**config.mk**
```make
export PLATFORM = sky130hd
export DESIGN_NAME = fsk_tx
export DESIGN_NICKNAME = d
export VERILOG_FILES = /design/src/rtl/fsk_tx_pkg.sv /design/src/rtl/fsk_tick_gen.sv /design/src/rtl/fsk_framer.sv /design/src/rtl/fsk_tone_stepper.sv /design/src/rtl/fsk_dac_shifter.sv /design/src/rtl/fsk_tx.sv
export SDC_FILE = /design/constraint.sdc
export NUM_CORES = 1
export LEC_CHECK = 0
export BUFFER_PORTS_ARGS = -buffer_cell sky130_fd_sc_hd__buf_2
export CAP_MARGIN = 20
export CORE_MARGIN = 1.5
export CORE_UTILIZATION = 35
export CTS_CLUSTER_DIAMETER = 50
export DETAILED_ROUTE_END_ITERATION = 7
export GPL_ROUTABILITY_DRIVEN = 1
export HOLD_SLACK_MARGIN = 0.06
export RECOVER_POWER = 25
export SETUP_SLACK_MARGIN = 0.02
export SKIP_LAST_GASP = 1
export SLEW_MARGIN = 20
export SYNTH_ARGS = -nofsm -noshare
export SYNTH_HDL_FRONTEND = slang
export SYNTH_HIERARCHICAL = 1
export SYNTH_SLANG_ARGS = --single-unit
export TNS_END_PERCENT = 50
```
**constraint.sdc**
```tcl
create_clock -name clk_i -period 9 [get_ports clk_i]
set_input_delay 1.8 -clock clk_i [delete_from_list [all_inputs] [get_ports clk_i]]
set_output_delay 1.8 -clock clk_i [all_outputs]
set_load 0.005 [all_outputs]
```
**src/rtl/fsk_tx_pkg.sv**
```systemverilog
package fsk_tx_pkg;
  localparam int unsigned SINE_LEN    = 20;
  localparam int unsigned SAMPLE_W    = 12;
  localparam int unsigned WORD_W      = 16;
  localparam logic [3:0]  DAC_CMD     = 4'b0011;
  localparam int unsigned IDX_W       = $clog2(SINE_LEN);

  typedef logic [SAMPLE_W-1:0] sample_t;
  typedef logic [IDX_W-1:0]    sine_idx_t;

  function automatic sample_t sine_lookup(sine_idx_t idx);
    case (idx)
      5'd0:    return 12'd2680;
      5'd1:    return 12'd3251;
      5'd2:    return 12'd3704;
      5'd3:    return 12'd3995;
      5'd4:    return 12'd4095;
      5'd5:    return 12'd3995;
      5'd6:    return 12'd3704;
      5'd7:    return 12'd3251;
      5'd8:    return 12'd2680;
      5'd9:    return 12'd2048;
      5'd10:   return 12'd1415;
      5'd11:   return 12'd844;
      5'd12:   return 12'd391;
      5'd13:   return 12'd100;
      5'd14:   return 12'd0;
      5'd15:   return 12'd100;
      5'd16:   return 12'd391;
      5'd17:   return 12'd844;
      5'd18:   return 12'd1415;
      default: return 12'd2048;
    endcase
  endfunction
endpackage

```
**src/rtl/fsk_tick_gen.sv**
```systemverilog
module fsk_tick_gen #(
  parameter int unsigned TICK_DIV = 1
) (
  input  logic clk_i,
  input  logic rst_ni,
  output logic tick_o
);
  generate
    if (TICK_DIV <= 1) begin : g_direct
      assign tick_o = 1'b1;
    end else begin : g_div
      localparam int unsigned CW = $clog2(TICK_DIV);
      logic [CW-1:0] cnt_q;
      always_ff @(posedge clk_i or negedge rst_ni) begin
        if (!rst_ni)                           cnt_q <= '0;
        else if (cnt_q == CW'(TICK_DIV - 1))   cnt_q <= '0;
        else                                   cnt_q <= cnt_q + 1'b1;
      end
      assign tick_o = (cnt_q == CW'(TICK_DIV - 1));
    end
  endgenerate
endmodule

```
**src/rtl/fsk_framer.sv**
```systemverilog
module fsk_framer #(
  parameter int unsigned BIT_TICKS = 50000
) (
  input  logic       clk_i,
  input  logic       rst_ni,
  input  logic       tick_i,
  input  logic [7:0] byte_i,
  input  logic       valid_i,
  output logic       ready_o,
  output logic       line_bit_o
);
  localparam int unsigned TW = $clog2(BIT_TICKS + 1);

  logic          busy_q;
  logic [3:0]    bit_no_q;   // 0 = start bit, 1..8 = data bits
  logic [TW-1:0] bit_tmr_q;
  logic [7:0]    data_q;
  logic          accept;

  assign ready_o = !busy_q;
  assign accept  = valid_i && !busy_q;

  always_comb begin
    if (!busy_q)              line_bit_o = 1'b1;
    else if (bit_no_q == 4'd0) line_bit_o = 1'b0;
    else                      line_bit_o = data_q[3'(bit_no_q - 4'd1)];
  end

  always_ff @(posedge clk_i or negedge rst_ni) begin
    if (!rst_ni) begin
      busy_q    <= 1'b0;
      bit_no_q  <= '0;
      bit_tmr_q <= '0;
      data_q    <= '0;
    end else if (accept) begin
      busy_q    <= 1'b1;
      bit_no_q  <= '0;
      bit_tmr_q <= '0;
      data_q    <= byte_i;
    end else if (busy_q && tick_i) begin
      if (bit_tmr_q == TW'(BIT_TICKS - 1)) begin
        bit_tmr_q <= '0;
        if (bit_no_q == 4'd8) busy_q   <= 1'b0;
        else                  bit_no_q <= bit_no_q + 4'd1;
      end else begin
        bit_tmr_q <= bit_tmr_q + 1'b1;
      end
    end
  end
endmodule

```
**src/rtl/fsk_tone_stepper.sv**
```systemverilog
module fsk_tone_stepper
  import fsk_tx_pkg::*;
#(
  parameter int unsigned MARK_TICKS  = 83,
  parameter int unsigned SPACE_TICKS = 250
) (
  input  logic    clk_i,
  input  logic    rst_ni,
  input  logic    tick_i,
  input  logic    line_bit_i,
  output logic    fire_o,
  output sample_t sample_o
);
  localparam int unsigned MAXT = (MARK_TICKS > SPACE_TICKS) ? MARK_TICKS : SPACE_TICKS;
  localparam int unsigned CW   = $clog2(MAXT + 1);

  logic [CW-1:0] itv_q;
  logic [CW-1:0] limit;
  sine_idx_t     idx_q;

  assign limit    = line_bit_i ? CW'(MARK_TICKS - 1) : CW'(SPACE_TICKS - 1);
  // >= lets a switch to the shorter spacing fire at once
  assign fire_o   = tick_i && (itv_q >= limit);
  assign sample_o = sine_lookup(idx_q);

  always_ff @(posedge clk_i or negedge rst_ni) begin
    if (!rst_ni) begin
      itv_q <= '0;
      idx_q <= '0;
    end else if (fire_o) begin
      itv_q <= '0;
      idx_q <= (idx_q == IDX_W'(SINE_LEN - 1)) ? '0 : idx_q + 1'b1;
    end else if (tick_i) begin
      itv_q <= itv_q + 1'b1;
    end
  end
endmodule

```
**src/rtl/fsk_dac_shifter.sv**
```systemverilog
module fsk_dac_shifter
  import fsk_tx_pkg::*;
(
  input  logic    clk_i,
  input  logic    rst_ni,
  input  logic    load_i,
  input  sample_t sample_i,
  output logic    sck_o,
  output logic    mosi_o,
  output logic    cs_no
);
  localparam int unsigned HW = $clog2(2 * WORD_W);

  logic              busy_q;
  logic [HW-1:0]     half_q;
  logic [WORD_W-1:0] sh_q;

  always_ff @(posedge clk_i or negedge rst_ni) begin
    if (!rst_ni) begin
      busy_q <= 1'b0;
      half_q <= '0;
      sh_q   <= '0;
    end else if (load_i && !busy_q) begin
      busy_q <= 1'b1;
      half_q <= '0;
      sh_q   <= {DAC_CMD, sample_i};
    end else if (busy_q) begin
      if (half_q == HW'(2 * WORD_W - 1)) busy_q <= 1'b0;
      else                               half_q <= half_q + 1'b1;
      if (half_q[0]) sh_q <= {sh_q[WORD_W-2:0], 1'b0};  // shift as SCK falls
    end
  end

  assign cs_no  = !busy_q;
  assign sck_o  = busy_q && half_q[0];
  assign mosi_o = busy_q && sh_q[WORD_W-1];
endmodule

```
**src/rtl/fsk_tx.sv**
```systemverilog
module fsk_tx
  import fsk_tx_pkg::*;
#(
  parameter int unsigned TICK_DIV    = 1,
  parameter int unsigned MARK_TICKS  = 83,
  parameter int unsigned SPACE_TICKS = 250,
  parameter int unsigned BIT_TICKS   = 50000
) (
  input  logic       clk_i,
  input  logic       rst_ni,
  input  logic [7:0] byte_i,
  input  logic       valid_i,
  output logic       ready_o,
  output logic       sck_o,
  output logic       mosi_o,
  output logic       cs_no
);
  logic    tick;
  logic    line_bit;
  logic    fire;
  sample_t sample;

  fsk_tick_gen #(.TICK_DIV(TICK_DIV)) u_tick (
    .clk_i(clk_i), .rst_ni(rst_ni), .tick_o(tick)
  );

  fsk_framer #(.BIT_TICKS(BIT_TICKS)) u_framer (
    .clk_i(clk_i), .rst_ni(rst_ni), .tick_i(tick), .byte_i(byte_i),
    .valid_i(valid_i), .ready_o(ready_o), .line_bit_o(line_bit)
  );

  fsk_tone_stepper #(.MARK_TICKS(MARK_TICKS), .SPACE_TICKS(SPACE_TICKS)) u_tone (
    .clk_i(clk_i), .rst_ni(rst_ni), .tick_i(tick), .line_bit_i(line_bit),
    .fire_o(fire), .sample_o(sample)
  );

  fsk_dac_shifter u_dac (
    .clk_i(clk_i), .rst_ni(rst_ni), .load_i(fire), .sample_i(sample),
    .sck_o(sck_o), .mosi_o(mosi_o), .cs_no(cs_no)
  );
endmodule

```
# Word level (Yosys, flattened, before mapping)
# Memory sizes are Yosys's and may differ from the RTL's.
# Index checks and enable logic that the tools add are counted.
dict set report word_totals {
  rom_bits 384
  output_inout_bits 4
  reg_bits 64
  memories 1
  inputBits 11
}
# name words word_bits read_ports rd_ports_with_merged_regs wr line_no
set memory_table {}
lappend memory_table {{(name not given)} 32 12 1 0 0 fsk_tx_pkg.sv:12} ;# case (idx)
dict set report op_classes {
  eq_ne 6
  addsub 6
  n_reduce_logical 14
  n_mux 27
  n_lt_le_gt_ge 2
}
# operator count
set ops {}
lappend ops {{two-way mux 16 bit} 6}
lappend ops {{two-way mux 5 bit} 4}
lappend ops {{adder 16 x 1 -> 16 bit (second input constant)} 1}
lappend ops {{equality test 16 bit (second input constant)} 1}
lappend ops {{two-way mux 4 bit} 4}
lappend ops {{two-way mux 8 bit} 2}
lappend ops {{adder 5 x 1 -> 5 bit (second input constant)} 2}
lappend ops {{equality test 5 bit (second input constant)} 2}
lappend ops {{two-way mux 1 bit} 10}
lappend ops {{adder 8 x 1 -> 8 bit (second input constant)} 1}
lappend ops {{greater-or-equal comparator 8 bit} 1}
lappend ops {{nonzero test 2 bit} 4}
lappend ops {{adder 4 x 1 -> 4 bit (second input constant)} 1}
lappend ops {{equality test 4 bit (second input constant)} 1}
lappend ops {{logical AND 1 bit} 4}
lappend ops {{logical NOT 4 bit} 1}
lappend ops {{< comparator 3 x 4 -> 1 bit (second input constant)} 1}
lappend ops {{inequality test 2 x 1 -> 1 bit (second input constant)} 2}
lappend ops {{AND reduction 2 bit} 2}
lappend ops {{binary-select mux 1 bit (select 3 bit)} 1}
lappend ops {{AND reduction 3 bit} 1}
lappend ops {{subtractor 3 x 1 -> 3 bit (second input constant)} 1}
lappend ops {{logical NOT 1 bit} 2}

# Longest topological paths before layout
# Gate-level depths: netlist of the first run.
dict set report depth {
  word_depth 10
  depth_mapped 18
  ltp_nobuf 15
}

# Cells and area by module
# Netlist of the first run, hierarchy kept.
# mod instances area_per_inst_um2 cells_per_inst
set modules_own_cells {}
lappend modules_own_cells {fsk_framer 1 1512.7 161}
lappend modules_own_cells {fsk_tone_stepper 1 1209.9 140}
lappend modules_own_cells {fsk_dac_shifter 1 1074.8 97}
lappend modules_own_cells {fsk_tick_gen 1 11.3 2}

# Worst setup path before layout of the first run
# OpenSTA, ideal clock, no wires.
dict set report synth_timing {
  path_kind {register to register}
  start {register u_framer.bit_no_q[0]}
  end {register u_dac.sh_q[10]}
  path_slack_ns 5.616
  path_buffers 3
  arrival_ns 3.262
  stages_incl_launch_ff 18
  required_time_ns 8.878
  synth_period_minus_slack_ns 3.384
  setup_ns 0.122
  path_cell_list {dfrtp_1 -> inv_1 -> ha_1 -> mux4_2 -> o21ai_0 -> nand3_1 -> inv_1 -> ha_1 -> nand2b_4 -> a2111oi_4 -> o31ai_4 -> and2_4 -> buf_6 -> nor2b_1 -> buf_2 -> buf_4 -> a22oi_2 -> nand2_1}
}
dict set report synth_via {
  elab_chain_len 10
  elab_cells_between_ends 13
  cone_classes {add/sub: 1; order compare: 1; mux: 6; reduce/logical: 5}
}
# element line_no
set synth_rtl {}
lappend synth_rtl {{start, declared} fsk_framer.sv:15} ;# logic [3:0] bit_no_q;
lappend synth_rtl {{start signal, assigned} fsk_framer.sv:44} ;# else bit_no_q <= bit_no_q + 4'd1;
lappend synth_rtl {{subtractor 3 x 1 -> 3 bit} fsk_framer.sv:26} ;# else line_bit_o = data_q[3'(bit_no_q - 4'd1)];
lappend synth_rtl {{binary-select mux 1 bit (select 3 bit)} fsk_framer.sv:26}
lappend synth_rtl {{two-way mux 1 bit (not written as such)} fsk_framer.sv:26}
lappend synth_rtl {{two-way mux 1 bit *} fsk_framer.sv:25} ;# else if (bit_no_q == 4'd0) line_bit_o = 1'b0;
lappend synth_rtl {{two-way mux 1 bit *} fsk_framer.sv:24} ;# if (!busy_q) line_bit_o = 1'b1;
lappend synth_rtl {{net line_bit} fsk_tx.sv:19} ;# logic line_bit;
lappend synth_rtl {{two-way mux 8 bit *} fsk_tone_stepper.sv:21} ;# assign limit = line_bit_i ? CW'(MARK_TICKS - 1) : CW'(SPACE_TICKS - 1);
lappend synth_rtl {{greater-or-equal comparator 8 bit *} fsk_tone_stepper.sv:23} ;# assign fire_o = tick_i && (itv_q >= limit);
lappend synth_rtl {{net fire} fsk_tx.sv:20} ;# logic fire;
lappend synth_rtl {{logical AND 1 bit *} fsk_dac_shifter.sv:23} ;# end else if (load_i && !busy_q) begin
lappend synth_rtl {{nonzero test 2 bit (no line)} --}
lappend synth_rtl {{AND reduction 2 bit (no line)} --}
lappend synth_rtl {{end signal, assigned} fsk_dac_shifter.sv:26} ;# sh_q <= {DAC_CMD, sample_i};
lappend synth_rtl {{end signal, assigned} fsk_dac_shifter.sv:30} ;# if (half_q[0]) sh_q <= {sh_q[WORD_W-2:0], 1'b0};
lappend synth_rtl {{end, declared} fsk_dac_shifter.sv:16} ;# logic [WORD_W-1:0] sh_q;
# Mark *: on every way through the listed nets, which the timed path passes. The rest lies on a longest branch. The select of a mux whose other input is x is not followed.
# A chain may end at the register's enable or synchronous reset.

==> impl_results.md, run 1 <==
* Clock network fraction of total power at 22.0%
* Fin crit share at 51.5%
* Fraction of registers with async set/reset at 100%
* CP max stage delay at 2.41 ns
* Wire length on met2 at 3.42 mm
* Starting Density at 36.4%
* Synth cell types at 62
* Net Count, Synth at 430
* Worst-path clk slew at 0.08 ns
* TNS Setup at 0 ns
* Worst Hold Class: flip-flop to flip-flop
* Drt initial violations at 142
* CTS Sinks at 64
* Std cell rows at 37
* Internal cell power at 609 µW
* CP startpoint: rst_ni
* First-pass GRT wire length at 12.7 mm
* Placer Congestion at 0.815
* Worst Setup End Kind: async pin
* Worst slew pin tran at 3.43 ns
* IO Pins at 15
* Dpl cells at 529
* Area of the multi-input gates at 1980 µm²
* Vias per std cell at 5.19
* Vias at 2831
* HP Start: u_framer/bit_no_q[3]$_DFFE_PN0P_
* RSZ-0062 raised after global routing: false
* Final setup violation count at 0
* Violated checks: max-capacitance violations, max-slew violations
* Max_slew headroom at -129%
* Wirelength per Cell at 13.3 µm
* Leakage power at 1.79 nW
* Outcome: finished, violations left
* CTS buffer count at 9
* Remaining global-route overflow at 0
* Buffers and inverters on the worst path at 2
* Post-Synth Adder-Cell Area at 6.24%
* Most frequently used flop master after synthesis: dfrtp_1
* Post-CTS sizing at 0
* Mapped Avg Cell Area at 9.52 µm²
* Floorplan die height at 107 µm
* 1st-pass router iterations at 4
* Worst EP arrival at 4.31 ns
* Total track usage at 13.8%
* Crit path time final at 4.63 ns
* DR top layer: met4
* Postcts setup bufs at 0
* Simple-gate portion of the synthesized area at 21.9%
* Max Cap Violations at 1
* Total power after layout at 1.01 mW
* Worst skew pair latency at 0.35 ns
* Register Area at 1600 µm²
* Switching part of the total at 39.4%
* CP cell instances: buf_2 -> clkbuf_1
* Syn-to-layout area delta at 6.70%
* Die width at 107 µm
* CTS tree: built
* Vias in the first global route at 2697
* H-tree levels at 3
* Commonest non-fill, non-tap cell in the layout: nand2_1
* DP HPWL at 4.86 mm
* Sequential Power Share at 45.7%
* Max Freq at 216 MHz
* Commonest non-fill, non-tap cells in the layout: 70 x nand2_1, 64 x dfrtp_1, 27 x nor2_1
* Crit Path Category: input pin to async pin
* Largest net degree at the start of global routing at 65
* Initial antenna violation count at 0
* CP top delay family: buffers and inverters
* Final Cell Area at 4060 µm²
* Crit-path max FO at 64
* Post-synthesis mux area share at 4.14%
* Place WS at 5.10 ns
* Clock root buffer: clkbuf_8
* Worst r2r src: u_framer/bit_no_q[0]$_DFFE_PN0P_
* Slew Limit Fails at 65
* Yosys warns at 6
* Worst VDD drop at 0.0000980 V
* Fin. Hold Viols at 0
* Post-synthesis compound-gate area fraction at 16.3%
* Synth Instances at 400
* Critical-path top delay cell: clkbuf_1
* Largest family of logic cells by synthesized area: simple AND/OR/NAND/NOR gates
* Logic gate share of total power at 32.2%
* Layout cell share with drive strength beyond 1 at 13.0%
* Core Box Area at 10500 µm²
* Max Root-Sink Buffers at 2
* Layout Skew at 0.0129 ns
* Synthesized area at 3810 µm²
* CP required at 8.68 ns
* ANT cells at 0
* Sequential share of the synthesized area at 42.0%
* Nets at 434
* Final WL at 7.26 mm
* Post-Place Cell Area at 3900 µm²
* M1 WL at 3.48 mm
* Layout fillers at 1077
* Final setup margin at 4.37 ns
* Yosys reg bits at 64
* DRC at 0
* Antenna viol nets, final at 0
* Post-synth EDFFs at 0
* Startpoint Class: input pin
* Synth Area in XOR/XNOR at 3.22%
* Die area at 11500 µm²
* Routed wl met3 at 276 µm
* Switching pwr at 396 µW
* IO buf count at 14
* Non-Filler Instances at 545
* Hold buffer count at CTS at 0
* PD cells at 247 nW/µm²
==> cells in the mapped netlist, types with 3 or more instances <==
library cell / instances / area [µm²]
a211o_1: 3 / 26.3
a21oi_1: 17 / 85.1
a22oi_1: 3 / 22.5
a22oi_2: 8 / 100
and2_1: 5 / 31.3
and3_1: 4 / 25.0
buf_2: 3 / 15.0
buf_4: 6 / 45.0
buf_6: 3 / 33.8
clkbuf_1: 9 / 33.8
dfrtp_1: 64 / 1600
ha_1: 19 / 238
inv_1: 16 / 60.1
mux2i_1: 9 / 90.1
nand2_1: 70 / 263
nand2b_1: 3 / 18.8
nand3_1: 12 / 60.1
nand4_1: 6 / 37.5
nor2_1: 27 / 101
nor2b_1: 7 / 43.8
nor3_1: 3 / 15.0
nor4_1: 5 / 31.3
o21ai_0: 19 / 95.1
o21ai_1: 4 / 20.0
o2bb2ai_1: 3 / 26.3
o31ai_1: 5 / 37.5
or3_1: 3 / 18.8
or4_1: 4 / 30.0
xnor2_1: 9 / 78.8
xor2_1: 5 / 43.8
==> registers in the layout, indices dropped and copies added, names as in the netlist <==
signal              cells
u_dac/sh_q             16
u_framer/bit_tmr_q     16
u_framer/data_q         8
u_tone/itv_q            8
u_dac/half_q            5
u_tone/idx_q            5
u_framer/bit_no_q       4
u_dac/busy_q            1
u_framer/busy_q         1
==> per-layer routing <==
layer | global-route usage [%] | vias up
li1 | - | 1417
met1 | 18.1 | 1363
met2 | 22.3 | 42
met3 | 3.63 | 9
met4 | 4.48 | 0
met5 | 0 | -
==> power groups by stage <==
| stage | Sequential [mW] | Clock [mW] | Combinational (mW) |
|---|---|---|---|
| final | 0.460 | 0.222 | 0.324 |
| after global routing | 0.473 | 0.243 | 0.374 |
| after CTS | 0.459 | 0.230 | 0.328 |
| after detailed placement | 0.463 | 0 | 0.325 |
| after global placement | 0.463 | 0 | 0.316 |
| after floorplan | 0.427 | 0 | 0.314 |
==> worst paths after layout <==
path	end	slack (ns)	cells after the start
min in group asynchronous	u_framer/bit_no_q[2]$_DFFE_PN0P_	2.72	2
worst max register to register	u_dac/sh_q[14]$_DFFE_PN0P_	5.15	13
worst max-delay path	u_framer/data_q[2]$_DFFE_PN0N_	4.37	2
worst min-delay path	u_framer/bit_no_q[3]$_DFFE_PN0P_	0.48	1
max in group clk_i	u_dac/sh_q[14]$_DFFE_PN0P_	5.15	13
worst min register to register	u_framer/bit_no_q[3]$_DFFE_PN0P_	0.48	1
==> logic make-up (layout without fill, tap and decap cells) <==
family          after synthesis  in the layout
compound gates               83             83
xor+xnor                     14             14
fa+ha+maj                    19             19
buf+inv                      39             48
flops                        64             64
mux                          13             13
other cells                   1              1
simple gates                167            167
==> metrics by stage <==
stage / hold slack (ns) / util, %
after floorplan: 0.440 / -
after global placement: 0.459 / 37.2
after detailed placement: 0.466 / 37.2
after CTS: 0.486 / 38.9
after global routing: 0.500 / 38.8
final: 0.483 / 38.8
==> layout make-up <==
cell class	count	share of cell area, %
clock buffers	10	3.14
inverters	16	1.48
clock inverters	6	1.11
well taps	136	4.19
repair buffers	16	1.97
multi-input cells	297	48.7
flip-flops and latches	64	39.4
(Power assumes the default switching activity.)
==> run 2, diff against run 1 <==
==> constraint.sdc (replaced) <==
create_clock -name clk_i -period 3.9 [get_ports clk_i]
set_input_delay 0.78 -clock clk_i [delete_from_list [all_inputs] [get_ports clk_i]]
set_output_delay 0.78 -clock clk_i [all_outputs]
set_load 0.005 [all_outputs]
==> run 2 against run 1 <==
Net effect:
- the flow still finishes with violations (max-capacitance violations, max-slew violations)
- critical path depth rose by 13
- non-clock buffer count rose by 3
- sequential share of layout area fell by 0.48 points
- hold slack got worse by 0.0054 ns
- clock power rose to 2.5 times the previous value
- sequential power rose by 130%
- via count fell by 2.1%
- global-route usage barely moved
==> impl_results.md, run 2 (same netlist as run 1, synthesis figures left out) <==
* Outcome: finished, violations left (unchanged)
* Violated checks: max-capacitance violations, max-slew violations (unchanged)
* Initial antenna violation count at 0 (unchanged)
* Worst EP arrival at 3.71 ns (was 4.31 ns)
* CTS buffer count at 9 (unchanged)
* Layout cell share with drive strength beyond 1 at 13.8% (was 13.0%)
* Final WL at 7.20 mm (was 7.26 mm)
* Fin. Hold Viols at 0 (unchanged)
* IO buf count at 14 (unchanged)
* Max Freq at 287 MHz
* Leakage power at 1.82 nW (was 1.79 nW)
* 1st-pass router iterations at 4 (unchanged)
* Area of the multi-input gates at 1980 µm² (unchanged)
* Crit path time final at 3.49 ns
* R2R cell count at 15 (was 13)
* Reg2reg end: u_dac/sh_q[2]$_DFFE_PN0P_ (was u_dac/sh_q[14]$_DFFE_PN0P_)
* DRC at 0 (unchanged)
* Fin util at 39.3% (was 38.8%)
* Worst Setup End Kind: flip-flop (was async pin)
* Vias at 2771 (was 2831)
* Crit path depth at 15 (was 2)
* Placer Congestion at 0.783 (was 0.815)
* Worst slew pin tran at 1.63 ns (was 3.43 ns)
* Fin crit share at 89.4%
* CP endpoint: u_dac/sh_q[2]$_DFFE_PN0P_ (was u_framer/data_q[2]$_DFFE_PN0N_)
* Std cell rows at 37 (unchanged)
* CP max stage delay at 0.49 ns (was 2.41 ns)
* Critical-path top delay cell: dfrtp_1 (was clkbuf_1)
* ANT cells at 0 (unchanged)
* Switching pwr at 899 µW (was 396 µW)
* PD cells at 578 nW/µm² (was 247 nW/µm²)
* Max_slew headroom at -8.72% (was -129%)
* Final setup violation count at 0 (unchanged)
* Syn-to-layout area delta at 8.02% (was 6.70%)
* Register Area at 1600 µm² (unchanged)
* RSZ-0062 raised after global routing: false (unchanged)
* Max Root-Sink Buffers at 2 (unchanged)
* Die area at 11500 µm² (unchanged)
* Floorplan die height at 107 µm (unchanged)
* Crit Path Category: flip-flop to flip-flop (was input pin to async pin)
* Antenna viol nets, final at 0 (unchanged)
* Worst VDD drop at 0.000283 V (was 0.0000980 V)
* Nets at 437 (was 434)
* Layout Skew at 0.0126 ns (was 0.0129 ns)
* Biggest regs: u_dac/sh_q x16, u_framer/bit_tmr_q x16 (unchanged)
* Worst-path clk slew at 0.08 ns (about the same)
* CP startpoint: u_framer/bit_no_q[0]$_DFFE_PN0P_ (was rst_ni)
* Remaining global-route overflow at 0 (unchanged)
* DP HPWL at 5.01 mm (was 4.86 mm)
* Met3 usage at 3.87% (was 3.63%)
* Commonest non-fill, non-tap cells in the layout: 70 x nand2_1, 64 x dfrtp_1, 27 x nor2_1 (unchanged)
* CP required at 4.12 ns (was 8.68 ns)
* Clock network fraction of total power at 23.7% (was 22.0%)
* Crit-path max FO at 15 (was 64)
* Post-CTS sizing at 0 (unchanged)
* CP top delay family: compound AO/OA/AOI/OAI gates (was buffers and inverters)
* Starting Density at 36.4% (unchanged)
* Die width at 107 µm (unchanged)
* Clock root buffer: clkbuf_8 (unchanged)
* Wirelength per Cell at 13.1 µm (was 13.3 µm)
* CTS tree: built (unchanged)
* Switching part of the total at 37.8% (was 39.4%)
* CTS Sinks at 64 (unchanged)
* Core Box Area at 10500 µm² (unchanged)
* Drt initial violations at 116 (was 142)
* H-tree levels at 3 (unchanged)
* Vias per std cell at 5.06 (was 5.19)
* IO Pins at 15 (unchanged)
* Worst Hold Class: flip-flop to flip-flop (unchanged)
* Internal cell power at 1.48 mW (was 609 µW)
* Met1 global-route usage at 17.9% (was 18.1%)
* CP cell instances: inv_1 -> ha_1 -> mux4_2 -> o21ai_0 -> nand3_1 -> inv_1 -> ha_1 -> nand2b_4 -> a2111oi_4 -> o31ai_4 -> and2_4 -> nor2b_1 -> buf_4 -> a22oi_1 -> nand2_1 (was buf_2 -> clkbuf_1)
* Worst r2r src: u_framer/bit_no_q[0]$_DFFE_PN0P_ (unchanged)
* Logic gate share of total power at 31.6% (was 32.2%)
* Total track usage at 13.9% (was 13.8%)
* TNS Setup at 0 ns (unchanged)
* Largest net degree at the start of global routing at 36 (was 65)
* Buffers and inverters on the worst path at 3 (was 2)
* R2r setup slk at 0.41 ns (was 5.15 ns)
* Commonest non-fill, non-tap cell in the layout: nand2_1 (unchanged)
* Busiest grt layer: met2 (unchanged)
* Slew Limit Fails at 31 (was 65)
* Vias in the first global route at 2760 (was 2697)
* Layout fillers at 1092 (was 1077)
* Hold Path Depth at 2 (was 1)
* Sequential Power Share at 44.6% (was 45.7%)
* Startpoint Class: flip-flop (was input pin)
* M2 GR Usage at 22.7% (was 22.3%)
* First-pass GRT wire length at 12.8 mm (was 12.7 mm)
* Worst skew pair latency at 0.34 ns (was 0.35 ns)
* Max Cap Violations at 1 (unchanged)
## run 2: layout make-up
cell class,count,area share [%]
clock buffers,10,3.10
clock inverters,6,1.67
inverters,16,1.46
multi-input cells,297,48.1
flip-flops and latches,64,38.9
well taps,136,4.14
repair buffers,19,2.59
## run 2: what timing repair did
action / CTS / global route
hold buffers: 0 / 0
buffers inserted: 0 / 2
endpoints found under the setup margin: 0 / 2
## run 2: worst reg2reg max path: stages, from the launching register on
cell	delay, ns
dfrtp_1	0.49
inv_1	0.08
ha_1	0.34
mux4_2	0.29
o21ai_0	0.08
nand3_1	0.19
inv_1	0.14
ha_1	0.23
nand2b_4	0.15
a2111oi_4	0.40
o31ai_4	0.13
and2_4	0.23
nor2b_1	0.13
buf_4	0.21
a22oi_1	0.21
nand2_1	0.07
## run 2: per-layer routing
| metal | share of wire, % | up-vias |
|---|---|---|
| met3 | 3.0 | 7 |
| met1 | 48 | 1315 |
| li1 | - | 1418 |
| met4 | 0.94 | 0 |
| met2 | 48 | 31 |
| met5 | 0 | - |
## run 2: through the flow
stage / worst slack, ns / cells / power [mW] / instance area (µm²) / hold WS, ns
floorplan: 0.516 / 400 / 1.71 / 3810 / 0.440
global placement: 0.406 / 530 / 1.80 / 3900 / 0.466
detailed placement: 0.289 / 530 / 1.82 / 3900 / 0.465
CTS: 0.267 / 546 / 2.41 / 4100 / 0.486
global route: 0.131 / 548 / 2.58 / 4110 / 0.495
finish: 0.412 / 548 / 2.38 / 4110 / 0.477
## run 2: worst min-delay path by stage
stage	start	end	slack (ns)
after detailed placement	u_framer/data_q[5]$_DFFE_PN0N_	u_framer/data_q[5]$_DFFE_PN0N_	0.47
after global routing	u_framer/bit_no_q[3]$_DFFE_PN0P_	u_framer/bit_no_q[3]$_DFFE_PN0P_	0.49
final	u_framer/data_q[5]$_DFFE_PN0N_	u_framer/data_q[5]$_DFFE_PN0N_	0.48
after floorplan	u_framer/data_q[1]$_DFFE_PN0N_	u_framer/data_q[1]$_DFFE_PN0N_	0.44
after global placement	u_framer/bit_no_q[3]$_DFFE_PN0P_	u_framer/bit_no_q[3]$_DFFE_PN0P_	0.47
after CTS	rst_ni	u_framer/data_q[0]$_DFFE_PN0N_	0.49
## run 2: power groups by stage
stage	Combinational (mW)	Clock [mW]	Sequential, mW
after floorplan	0.725	0	0.985
after global placement	0.735	0	1.07
after detailed placement	0.750	0	1.07
after CTS	0.755	0.590	1.06
after global routing	0.867	0.618	1.09
final	0.753	0.564	1.06
